$ cat config.mk
export PLATFORM = sky130hd
export DESIGN_NAME = amdix_link_ctrl
export DESIGN_NICKNAME = d
export VERILOG_FILES = /design/src/rtl/amdix_pkg.sv /design/src/rtl/amdix_wait_timer.sv /design/src/rtl/amdix_mode_decode.sv /design/src/rtl/amdix_link_ctrl.sv
export SDC_FILE = /design/constraint.sdc
export NUM_CORES = 1
export LEC_CHECK = 0
export BUFFER_PORTS_ARGS = -buffer_cell sky130_fd_sc_hd__buf_4
export CAP_MARGIN = 20
export CORE_UTILIZATION = 65
export CTS_BUF_LIST = sky130_fd_sc_hd__clkbuf_8
export DETAILED_ROUTE_END_ITERATION = 8
export GPL_TIMING_DRIVEN = 0
export PLACE_DENSITY_LB_ADDON = 0.05
export SLEW_MARGIN = 10
export SYNTH_ARGS = -nofsm -noshare
export SYNTH_HDL_FRONTEND = slang
export SYNTH_SLANG_ARGS = --single-unit
$ cat constraint.sdc
create_clock -name clk -period 3.5 [get_ports clk]
set_input_delay 0.35 -clock clk [delete_from_list [all_inputs] [get_ports clk]]
set_output_delay 0.35 -clock clk [all_outputs]
set_load 0.05 [all_outputs]
$ cat src/rtl/amdix_pkg.sv
// Shared constants and types for the auto-MDIX link resolution controller.
// Assumes a 16-bit PHY register data path and 5-bit register addresses.
package amdix_pkg;

    localparam int PHY_ADDR_W = 5;
    localparam int PHY_DATA_W = 16;

    // PHY register addresses walked by the sequencer
    localparam logic [PHY_ADDR_W-1:0] REG_BSTAT  = 5'd1;
    localparam logic [PHY_ADDR_W-1:0] REG_ADV    = 5'd4;
    localparam logic [PHY_ADDR_W-1:0] REG_LPABIL = 5'd5;
    localparam logic [PHY_ADDR_W-1:0] REG_ANEXP  = 5'd6;
    localparam logic [PHY_ADDR_W-1:0] REG_SPCTL  = 5'd31;

    // Bit positions inside the read values
    localparam int BIT_LINK    = 2;
    localparam int BIT_ANABLE  = 3;
    localparam int BIT_ANDONE  = 5;
    localparam int BIT_LPNEG   = 0;
    localparam int BIT_PAUSE   = 10;
    localparam int MODE_LSB    = 2;

    // Speed/duplex codes from register 31 bits 4:2
    localparam logic [2:0] MODE_10_HALF  = 3'd1;
    localparam logic [2:0] MODE_100_HALF = 3'd2;
    localparam logic [2:0] MODE_10_FULL  = 3'd5;
    localparam logic [2:0] MODE_100_FULL = 3'd6;

    // Status word layout
    localparam int STAT_W      = 4;
    localparam int ST_LINK     = 0;
    localparam int ST_FAST     = 1;
    localparam int ST_FULL     = 2;
    localparam int ST_PAUSE    = 3;

    typedef enum logic [3:0] {
        SQ_IDLE,
        SQ_WAIT,
        SQ_POLL,
        SQ_RECHECK,
        SQ_MODE,
        SQ_LPNEG,
        SQ_LOCPAUSE,
        SQ_LPPAUSE,
        SQ_PUBLISH
    } seq_state_t;

endpackage

$ cat src/rtl/amdix_wait_timer.sv
// Interval timer: a prescaler divides the clock into ticks of TICK_CYCLES
// cycles and a second counter counts WAIT_TICKS ticks. An arm pulse restarts
// both; expired is high from the cycle the count completes until re-armed
// or the timer stops itself one cycle later.
// Assumes TICK_CYCLES >= 1 and WAIT_TICKS >= 1.
module amdix_wait_timer #(
    parameter int TICK_CYCLES = 50000,
    parameter int WAIT_TICKS  = 2000
) (
    input  logic clk,
    input  logic rst_n,
    input  logic arm,
    output logic expired
);
    localparam int CYC_W  = $clog2(TICK_CYCLES + 1);
    localparam int TICK_W = $clog2(WAIT_TICKS + 1);

    logic              running;
    logic [CYC_W-1:0]  cyc_cnt;
    logic [TICK_W-1:0] tick_cnt;

    assign expired = running && (tick_cnt == TICK_W'(WAIT_TICKS));

    // Prescaler and tick counter; arm reloads, expiry stops the timer
    always_ff @(posedge clk) begin
        if (!rst_n) begin
            running  <= 1'b0;
            cyc_cnt  <= '0;
            tick_cnt <= '0;
        end else if (arm) begin
            running  <= 1'b1;
            cyc_cnt  <= '0;
            tick_cnt <= '0;
        end else if (expired) begin
            running  <= 1'b0;
        end else if (running) begin
            if (cyc_cnt == CYC_W'(TICK_CYCLES - 1)) begin
                cyc_cnt  <= '0;
                tick_cnt <= tick_cnt + 1'b1;
            end else begin
                cyc_cnt  <= cyc_cnt + 1'b1;
            end
        end
    end

    assert_tick_bound_R2: assert property (@(posedge clk) disable iff (!rst_n)
        running |-> (tick_cnt <= TICK_W'(WAIT_TICKS)));

    assert_expiry_ends_R2: assert property (@(posedge clk) disable iff (!rst_n)
        (expired && !arm) |=> !running);

endmodule

$ cat src/rtl/amdix_mode_decode.sv
// Decodes the 3-bit speed/duplex code reported by the PHY into a 100 Mb/s
// flag and a full-duplex flag. Codes outside the four defined values give
// neither flag. Purely combinational.
module amdix_mode_decode
    import amdix_pkg::*;
(
    input  logic [2:0] mode_code,
    output logic       fast,
    output logic       full
);
    // Table lookup of the four defined codes
    always_comb begin
        fast = 1'b0;
        full = 1'b0;
        case (mode_code)
            MODE_10_HALF:  begin fast = 1'b0; full = 1'b0; end
            MODE_10_FULL:  begin fast = 1'b0; full = 1'b1; end
            MODE_100_HALF: begin fast = 1'b1; full = 1'b0; end
            MODE_100_FULL: begin fast = 1'b1; full = 1'b1; end
            default:       begin fast = 1'b0; full = 1'b0; end
        endcase
    end

    always_comb begin
        assert_undef_clear_R6: assert (!(fast || full) ||
            mode_code == MODE_10_FULL || mode_code == MODE_100_HALF ||
            mode_code == MODE_100_FULL);
    end

endmodule

$ cat src/rtl/amdix_link_ctrl.sv
// Auto-MDIX link resolution controller (top). On start it selects MDI
// pairing and polls PHY register 1 after each timed wait, swapping the pair
// select after every poll without link, for at most MAX_TRIES polls. After
// link it rereads register 1, then reads 31, 6, 4, 5 as needed to resolve
// speed, duplex and pause, and publishes one status word.
// Assumes one read outstanding at a time; a request is held until rd_ack.
module amdix_link_ctrl
    import amdix_pkg::*;
#(
    parameter int TICK_CYCLES = 50000,
    parameter int WAIT_TICKS  = 2000,
    parameter int MAX_TRIES   = 100
) (
    input  logic                  clk,
    input  logic                  rst_n,
    input  logic                  start,
    output logic                  rd_req,
    output logic [PHY_ADDR_W-1:0] rd_addr,
    input  logic                  rd_ack,
    input  logic [PHY_DATA_W-1:0] rd_data,
    output logic                  xover_mdix,
    output logic                  stat_valid,
    output logic [STAT_W-1:0]     stat_word,
    output logic                  done,
    output logic                  fail
);
    localparam int TRY_W = $clog2(MAX_TRIES + 1);

    seq_state_t       state;
    logic [TRY_W-1:0] tries;
    logic             an_able;
    logic             res_fast;
    logic             res_full;
    logic             res_pause;
    logic             tmr_arm;
    logic             tmr_expired;
    logic             dec_fast;
    logic             dec_full;
    logic             accept;
    logic             launch;
    logic             last_try;
    logic             unused_bits;

    assign unused_bits = ^{rd_data[15:11], rd_data[9:6], rd_data[1]};

    assign launch   = (state == SQ_IDLE) && start;
    assign accept   = rd_req && rd_ack;
    assign last_try = (tries == TRY_W'(MAX_TRIES - 1));
    assign tmr_arm  = launch ||
                      ((state == SQ_POLL) && accept && !rd_data[BIT_LINK] && !last_try);

    amdix_wait_timer #(
        .TICK_CYCLES (TICK_CYCLES),
        .WAIT_TICKS  (WAIT_TICKS)
    ) i_timer (
        .clk     (clk),
        .rst_n   (rst_n),
        .arm     (tmr_arm),
        .expired (tmr_expired)
    );

    amdix_mode_decode i_decode (
        .mode_code (rd_data[MODE_LSB +: 3]),
        .fast      (dec_fast),
        .full      (dec_full)
    );

    // Request and address are a pure function of the sequencer state
    always_comb begin
        rd_req  = 1'b1;
        rd_addr = REG_BSTAT;
        case (state)
            SQ_POLL, SQ_RECHECK: rd_addr = REG_BSTAT;
            SQ_MODE:             rd_addr = REG_SPCTL;
            SQ_LPNEG:            rd_addr = REG_ANEXP;
            SQ_LOCPAUSE:         rd_addr = REG_ADV;
            SQ_LPPAUSE:          rd_addr = REG_LPABIL;
            default:             rd_req  = 1'b0;
        endcase
    end

    // Sequencer: link wait loop, resolution chain and result publication
    always_ff @(posedge clk) begin
        if (!rst_n) begin
            state      <= SQ_IDLE;
            tries      <= '0;
            an_able    <= 1'b0;
            res_fast   <= 1'b0;
            res_full   <= 1'b0;
            res_pause  <= 1'b0;
            xover_mdix <= 1'b0;
            stat_valid <= 1'b0;
            stat_word  <= '0;
            done       <= 1'b0;
            fail       <= 1'b0;
        end else begin
            stat_valid <= 1'b0;
            case (state)
                SQ_IDLE: if (start) begin
                    xover_mdix <= 1'b0;
                    tries      <= '0;
                    an_able    <= 1'b0;
                    res_fast   <= 1'b0;
                    res_full   <= 1'b0;
                    res_pause  <= 1'b0;
                    done       <= 1'b0;
                    fail       <= 1'b0;
                    state      <= SQ_WAIT;
                end
                SQ_WAIT: if (tmr_expired) state <= SQ_POLL;
                SQ_POLL: if (accept) begin
                    if (rd_data[BIT_LINK]) begin
                        state <= SQ_RECHECK;
                    end else begin
                        xover_mdix <= ~xover_mdix;
                        tries      <= tries + 1'b1;
                        if (last_try) begin
                            fail  <= 1'b1;
                            state <= SQ_IDLE;
                        end else begin
                            state <= SQ_WAIT;
                        end
                    end
                end
                SQ_RECHECK: if (accept) begin
                    if (rd_data[BIT_ANDONE]) begin
                        an_able <= rd_data[BIT_ANABLE];
                        state   <= SQ_MODE;
                    end else begin
                        done  <= 1'b1;
                        state <= SQ_IDLE;
                    end
                end
                SQ_MODE: if (accept) begin
                    res_fast <= dec_fast;
                    res_full <= dec_full;
                    state    <= an_able ? SQ_LPNEG : SQ_PUBLISH;
                end
                SQ_LPNEG: if (accept)
                    state <= rd_data[BIT_LPNEG] ? SQ_LOCPAUSE : SQ_PUBLISH;
                SQ_LOCPAUSE: if (accept)
                    state <= rd_data[BIT_PAUSE] ? SQ_LPPAUSE : SQ_PUBLISH;
                SQ_LPPAUSE: if (accept) begin
                    res_pause <= rd_data[BIT_PAUSE];
                    state     <= SQ_PUBLISH;
                end
                SQ_PUBLISH: begin
                    stat_word[ST_LINK]  <= 1'b1;
                    stat_word[ST_FAST]  <= res_fast;
                    stat_word[ST_FULL]  <= res_full;
                    stat_word[ST_PAUSE] <= res_pause;
                    stat_valid          <= 1'b1;
                    done                <= 1'b1;
                    state               <= SQ_IDLE;
                end
                default: state <= SQ_IDLE;
            endcase
        end
    end

    assert_mdi_on_start_R1: assert property (@(posedge clk) disable iff (!rst_n)
        launch |=> (!xover_mdix && !done && !fail));

    assert_pair_hold_in_wait_R3: assert property (@(posedge clk) disable iff (!rst_n)
        (state == SQ_WAIT) |=> $stable(xover_mdix));

    assert_no_status_on_fail_R4: assert property (@(posedge clk) disable iff (!rst_n)
        fail |-> !stat_valid);

    assert_done_fail_excl_R4: assert property (@(posedge clk) disable iff (!rst_n)
        !(done && fail));

    assert_link_flag_R8: assert property (@(posedge clk) disable iff (!rst_n)
        stat_valid |-> (stat_word[ST_LINK] && done));

    assert_one_shot_R8: assert property (@(posedge clk) disable iff (!rst_n)
        stat_valid |=> !stat_valid);

    assert_req_hold_R9: assert property (@(posedge clk) disable iff (!rst_n)
        (rd_req && !rd_ack) |=> (rd_req && $stable(rd_addr)));

endmodule

==> results.yml, run 1 <==
status:
  status: "finished clean"
final_layout:
  fin_nets: 390
  regArea_mm2: 0.00102
  drive_gt1_share_pct: 14.2
  antenna_cells: 0
  syn2layout_area_growth_pct: 11.8
  fillerInstances: 323
  multi_input_area_mm2: 0.00165
clock_tree:
  path_clk_slew_ns: 0.09
  clock_latency_ns: 0.30
  clock_sinks: 51
  cts_setup_buffers: 0
  cts_tree: "done"
  cts_root_buf: "clkbuf_8"
  clk_path_buf_depth: 2
  post_cts_resized: 0
  ctsHoldBuffers: 0
  htreeDepth: 2
  cts_made_buffers: 5
synthesis:
  synth_commonest_cells: "51 x dfxtp_1, 38 x a21oi_1, 25 x nand2_1"
  yosysUniqueCellTypes: 56
  synth-async-reset-ratio_pct: 0
  synth_area_leader_cell: "dfxtp_1"
  syn_nets: 361
  syn_avg_cell_area_um2: 8.40
  synth.top_cell.area_share_pct: 36.1
  yosys-top-cells-area: "dfxtp_1 36%, a21oi_1 6.7%, or4_1 4.8%"
  yosysWarnings: 0
  netlist_area_mm2: 0.00283
  postSynthCellCount: 337
  synth-seq-area-share_pct: 36.1
  synth_edf_count: 0
  synth-seq-cells: 51
  synth_ff_type: "dfxtp_1"
  synth_most_common_cell: "dfxtp_1"
timing:
  min_period_ns: 2.33
  relSlewSlack_pct: 33.1
  rsz0062_at_grt: "false"
  fmax_mhz: 429
  tightest_slew_ns: 0.994
  layout_worst_path_cycle_share_pct: 66.6
  drv_slew: 0
  setup_viol: 0
  holdWs_ns: 0.353
  fin_setup_tns_ns: 0
  final_hold_viol_count: 0
  skew_ns: 0.00753
routing:
  drt_iter0_drc: 236
  totalWireLength_mm: 6.59
  first_pass_iters: 4
  ant_nets: 0
  drt-vias-per-instance: 6.42
  wl_per_cell_um: 15.8
  drcViolationCount: 0
  num_vias: 2669
setup_path:
  r2r_end: "i_timer.tick_cnt[7]$_SDFFE_PP0P_"
  critPathLaunch: "i_timer.cyc_cnt[0]$_SDFFE_PP0P_"
  r2r-start: "i_timer.cyc_cnt[0]$_SDFFE_PP0P_"
  worstPathArrival_ns: 2.53
  cp-endpoint: "i_timer.tick_cnt[7]$_SDFFE_PP0P_"
  crit_path_start_kind: "flop"
  r2r_slack_ns: 1.17
  worstSetupEndpointType: "flop"
  critical_path_class: "reg2reg"
  required_ns: 3.70
  crit_fanout: 10
  r2r_cells: 7
placement:
  gp_congestion: 0.929
  port_buffers: 22
  post-dp-hpwl_mm: 4.68
grt:
  grt_max_degree: 16
  grt_pass1_vias: 2469
  grt-ovfl-total: 0
  grt_first_pass_wirelength_mm: 11.0
  antenna_found_initial: 0
  grt_util_all_layers_pct: 31.3
die:
  die_w_um: 68.0
  core_area_mm2: 0.00409
  initial_core_util_pct: 69.3
  die_area_mm2: 0.00462
  io-pin-count: 34
  rows: 23
  die_h_um: 68.0
power:
  power_leakage_uw: 0.00103
  ir_drop_uv: 390
  power.total_uw: 1570
  powerDensity_mw_per_mm2: 495
flow_run:
  maxCapViolations: 0
hold_path:
  worst_hold_path_type: "in2reg"
[report_power, final]
group / total (uW) / switching, uW / internal [uW] / leakage [uW]
sequential: 631 / 24.0 / 607 / 0.000412
combinational: 535 / 362 / 173 / 0.000566
clock: 399 / 190 / 209 / 0.0000502
[logic make-up after synthesis]
group | count (synthesis) | share of synthesized area, %
muxes | 9 | 3.27
DFF | 51 | 36.1
adders and majority gates | 4 | 1.77
buffers and inverters | 34 | 5.70
xor gates and xnor gates | 6 | 1.86
and+or+nand+nor | 141 | 29.5
AOI/OAI and AO/OA | 92 | 21.8
[worst max-delay path, stage by stage, from the launching register on]
cell	delay (ns)
dfxtp_1	0.44
ha_1	0.24
and4_1	0.24
nand4_1	0.32
buf_2	0.33
clkbuf_1	0.26
o31ai_1	0.30
a21oi_1	0.09
[cells in the final DEF (no fill, tap or decap), types with 3 or more instances in the layout]
cell / count
and4_1: 5
nor3_1: 3
clkbuf_8: 5
buf_6: 3
buf_4: 24
a21oi_1: 38
o31ai_1: 17
or4b_2: 3
nand3b_1: 5
or4_1: 18
nor2_1: 21
nand2b_1: 5
dfxtp_1: 51
inv_1: 14
nor4b_1: 3
clkbuf_1: 11
xnor2_1: 5
or3_1: 11
nand2_1: 25
ha_1: 4
nand4_1: 13
nand3_1: 13
nor2b_1: 5
a211oi_1: 3
o21ai_0: 13
mux2i_1: 7
buf_2: 3
[area by class of cell]
cell class              instances  area share (%)
plain buffers                  20            3.44
clock buffers                   5            2.17
clock inverters                 2            1.19
inverters                      14            1.66
multi-input cells             252            52.1
flip-flops and latches         51            32.3
well taps                      50            1.98
repair buffers                 22            5.22
[routing by layer]
| metal | global-route usage, % | vias to the layer above | part of all wire, % | wire (um) |
|---|---|---|---|---|
| li1 | - | 1332 | - | - |
| met1 | 40.0 | 1268 | 47 | 3100 |
| met2 | 51.6 | 61 | 48 | 3160 |
| met3 | 6.17 | 8 | 4.0 | 265 |
| met4 | 11.7 | 0 | 1.0 | 67 |
| met5 | 0 | - | 0 | 0 |
[sequential cells by signal, indices dropped and copies added, names as in the netlist]
register,flops
i_timer.cyc_cnt,16
i_timer.tick_cnt,11
tries,7
stat_word,4
state,4
an_able,1
done,1
fail,1
i_timer.running,1
res_fast,1
res_full,1
res_pause,1
stat_valid,1
xover_mdix,1
[per-stage QoR]
step / std cells / utilization, % / instance area (um2) / setup slack [ns]
2_1_floorplan: 337 / - / 2830 / 1.33
6_report: 416 / 77.4 / 3160 / 1.17
5_1_grt: 416 / 77.4 / 3160 / 0.942
4_1_cts: 416 / 77.4 / 3160 / 1.19
3_3_place_gp: 409 / 74.8 / 3060 / 1.24
3_5_place_dp: 409 / 74.8 / 3060 / 1.21
[how the worst min path moves through the flow]
stage / startpoint / to / slack (ns) / cells after the start
final: rd_data[0] / state[3]$_SDFFE_PN0P_ / 0.35 / 4
after CTS: rd_data[0] / state[3]$_SDFFE_PN0P_ / 0.35 / 4
after floorplan: res_full$_SDFFE_PN0P_ / res_full$_SDFFE_PN0P_ / 0.43 / 2
after global routing: rd_data[2] / res_fast$_SDFFE_PN0P_ / 0.38 / 3
after global placement: done$_SDFFE_PN0P_ / done$_SDFFE_PN0P_ / 0.44 / 2
after detailed placement: res_fast$_SDFFE_PN0P_ / res_fast$_SDFFE_PN0P_ / 0.45 / 2
(Power assumes the default switching activity.)
==> inputs of run 2 (changes only) <==
--- a/config.mk
+++ b/config.mk
@@ -5,9 +5,10 @@
 export SDC_FILE = /design/constraint.sdc
 export NUM_CORES = 1
 export LEC_CHECK = 0
+export ABC_AREA = 1
 export BUFFER_PORTS_ARGS = -buffer_cell sky130_fd_sc_hd__buf_4
 export CAP_MARGIN = 20
-export CORE_UTILIZATION = 65
+export CORE_UTILIZATION = 61
 export CTS_BUF_LIST = sky130_fd_sc_hd__clkbuf_8
 export DETAILED_ROUTE_END_ITERATION = 8
 export GPL_TIMING_DRIVEN = 0
==> constraint.sdc (replaced) <==
create_clock -name clk -period 2.25 [get_ports clk]
set_input_delay 0.225 -clock clk [delete_from_list [all_inputs] [get_ports clk]]
set_output_delay 0.225 -clock clk [all_outputs]
set_load 0.05 [all_outputs]
==> run 2 against run 1 <==
Net effect:
- non-clock buffer count shrank 11
- register-to-register slack got worse by 0.62 ns
- final cell count is 34% higher
- largest power group is now combinational cells
- critical endpoint is now rd_addr[4]
==> results.yml, run 2 <==
final_layout:
  fin_nets: 512
  antenna_cells: 0
  final_cell_mix: "99 x nand2_1, 79 x nor2_1, 51 x inv_1, 51 x dfxtp_1, 26 x a21oi_1"
  final_common_cell: "nand2_1"
  syn2layout_area_growth_pct: 11.4
  fin_util_pct: 71.9
  reg_top3: "i_timer.cyc_cnt x16, i_timer.tick_cnt x11, tries x7"
  drive_gt1_share_pct: 17.0
  largest_reg_flops: 16
  top_register: "i_timer.cyc_cnt"
routing:
  num_vias: 2924
  wl_per_cell_um: 11.9
  drt-vias-per-instance: 5.26
  drcViolationCount: 0
  first_pass_iters: 4
  drt_iter0_drc: 222
  ant_nets: 0
  totalWireLength_mm: 6.62
power:
  power_leakage_uw: 0.00138
  powerDensity_mw_per_mm2: 890
  ir_drop_uv: 742
clock_tree:
  cts_root_buf: "clkbuf_8"
  clk_path_buf_depth: 2
  cts_made_buffers: 5
  cts_setup_buffers: 0
  post_cts_resized: 0
  clock_sinks: 51
  htreeDepth: 2
  clock_latency_ns: 0.31
  path_clk_slew_ns: 0.11
  ctsHoldBuffers: 0
  cts_tree: "done"
grt:
  grt_first_pass_wirelength_mm: 11.4
  grt_pass1_vias: 2679
  antenna_found_initial: 0
  gr-usage-met1_pct: 34.6
  grt_max_degree: 19
  grtUsageMet3_pct: 4.42
  top_usage_layer: "met2"
  grt-ovfl-total: 0
  grt_util_all_layers_pct: 27.1
  use_met2_pct: 46.6
synthesis:
  yosysWarnings: 0
  yosys.area_share.simple_pct: 42.9
  muxShareOfSynthArea_pct: 0
  synth_xor_area_share_pct: 2.83
  synth-async-reset-ratio_pct: 0
  synth_top_family_by_area: "simple AND/OR/NAND/NOR gates"
  synth-seq-cells: 51
  netlist_area_mm2: 0.00309
  synth_ff_type: "dfxtp_1"
  synth_edf_count: 0
  yosys-top-cells-area: "dfxtp_1 33%, nand2_1 12%, nor2_1 9.6%"
  yosysUniqueCellTypes: 37
  syn_avg_cell_area_um2: 6.75
  synth_commonest_cells: "99 x nand2_1, 79 x nor2_1, 51 x dfxtp_1, 51 x inv_1, 26 x a21oi_1"
  synth-seq-area-share_pct: 33.0
  synth_area_leader_cell: "dfxtp_1"
  synth_most_common_cell: "nand2_1"
  synth.top_cell.area_share_pct: 33.0
  synth-adder-area-share_pct: 1.62
  syn_nets: 482
  postSynthCellCount: 458
  synth_compound_area_share_pct: 9.60
timing:
  tightest_slew_ns: 0.464
  final_hold_viol_count: 0
  fin_setup_tns_ns: 0
  min_period_ns: 1.89
  skew_ns: 0.00919
  relSlewSlack_pct: 69.1
  layout_worst_path_cycle_share_pct: 84.1
  setup_viol: 0
  holdWs_ns: 0.193
  rsz0062_at_grt: "false"
  drv_slew: 0
  fmax_mhz: 528
die:
  die_w_um: 73.2
  io-pin-count: 34
  die_h_um: 73.2
  rows: 25
  core_area_mm2: 0.00479
  initial_core_util_pct: 64.6
  die_area_mm2: 0.00536
hold_path:
  whs_path_depth: 3
  worst_hold_path_type: "in2reg"
  hold_end: "res_pause$_SDFFE_PN0P_"
  hp-start: "rst_n"
setup_path:
  critical_path_class: "reg2out"
  r2r_cells: 11
  worstSetupEndpointType: "output port"
  crit_fanout: 8
  required_ns: 2.03
  r2r_slack_ns: 0.55
  r2r-start: "i_timer.cyc_cnt[1]$_SDFFE_PP0P_"
  worstPathArrival_ns: 1.67
  crit_path_start_kind: "flop"
  r2r_end: "i_timer.tick_cnt[2]$_SDFFE_PP0P_"
flow_run:
  maxCapViolations: 0
placement:
  gp_congestion: 0.926
  post-dp-hpwl_mm: 4.96
  port_buffers: 23
status:
  status: "finished clean"
run 2: logic make-up (layout without fill, tap and decap cells):
logic type,count (synthesis),after routing
compound gates,51,51
xor+xnor,10,10
fa+ha+maj,4,4
buf+inv,70,101
flops,51,51
simple gates,272,272
run 2: final cells by class:
type	count	area [um2]
buffer	8	72.6
clock buffer	5	68.8
clock inverter	3	27.5
fill	420	1340
inverter	62	236
multi-input combinational	337	1760
sequential	51	1020
tap	67	83.8
timing repair buffer	23	173
run 2: worst max-delay path by stage:
stage / end / slack [ns] / depth (start not counted) / from
after global routing: rd_addr[4] / 0.26 / 6 / state[2]$_SDFFE_PN0P_
after global placement: i_timer.tick_cnt[7]$_SDFFE_PP0P_ / 0.60 / 9 / i_timer.cyc_cnt[0]$_SDFFE_PP0P_
after floorplan: rd_addr[4] / 0.15 / 5 / state[2]$_SDFFE_PN0P_
after detailed placement: i_timer.tick_cnt[7]$_SDFFE_PP0P_ / 0.58 / 9 / i_timer.cyc_cnt[0]$_SDFFE_PP0P_
after CTS: rd_addr[4] / 0.37 / 6 / state[2]$_SDFFE_PN0P_
final: rd_addr[4] / 0.36 / 6 / state[2]$_SDFFE_PN0P_
run 2: routing by layer:
| layer | part of all wire, % | routed length (um) |
|---|---|---|
| met1 | 48 | 3170 |
| met4 | 1.3 | 89 |
| met2 | 45 | 2990 |
| met3 | 5.7 | 378 |
| met5 | 0 | 0 |
run 2: power breakdown:
group | total (uW) | internal [uW] | switching (uW)
logic | 1400 | 449 | 948
clock network | 587 | 232 | 356
registers | 1080 | 997 | 82.8
run 2: worst max-delay path: stages, from the launching register on:
cell and delay, ns:
dfxtp_1 0.42, inv_2 0.10, nor2_2 0.27, nand2_1 0.17, inv_1 0.11, buf_4 0.10
buf_4 0.18
run 2: stage by stage:
stage	std cells	worst slack, ns	area (um2)	power (uW)
global route	556	0.259	3440	3250
detailed placement	548	0.579	3350	2490
CTS	556	0.370	3440	3060
global placement	548	0.604	3350	2480
finish	556	0.358	3440	3060
floorplan	458	0.153	3090	2180
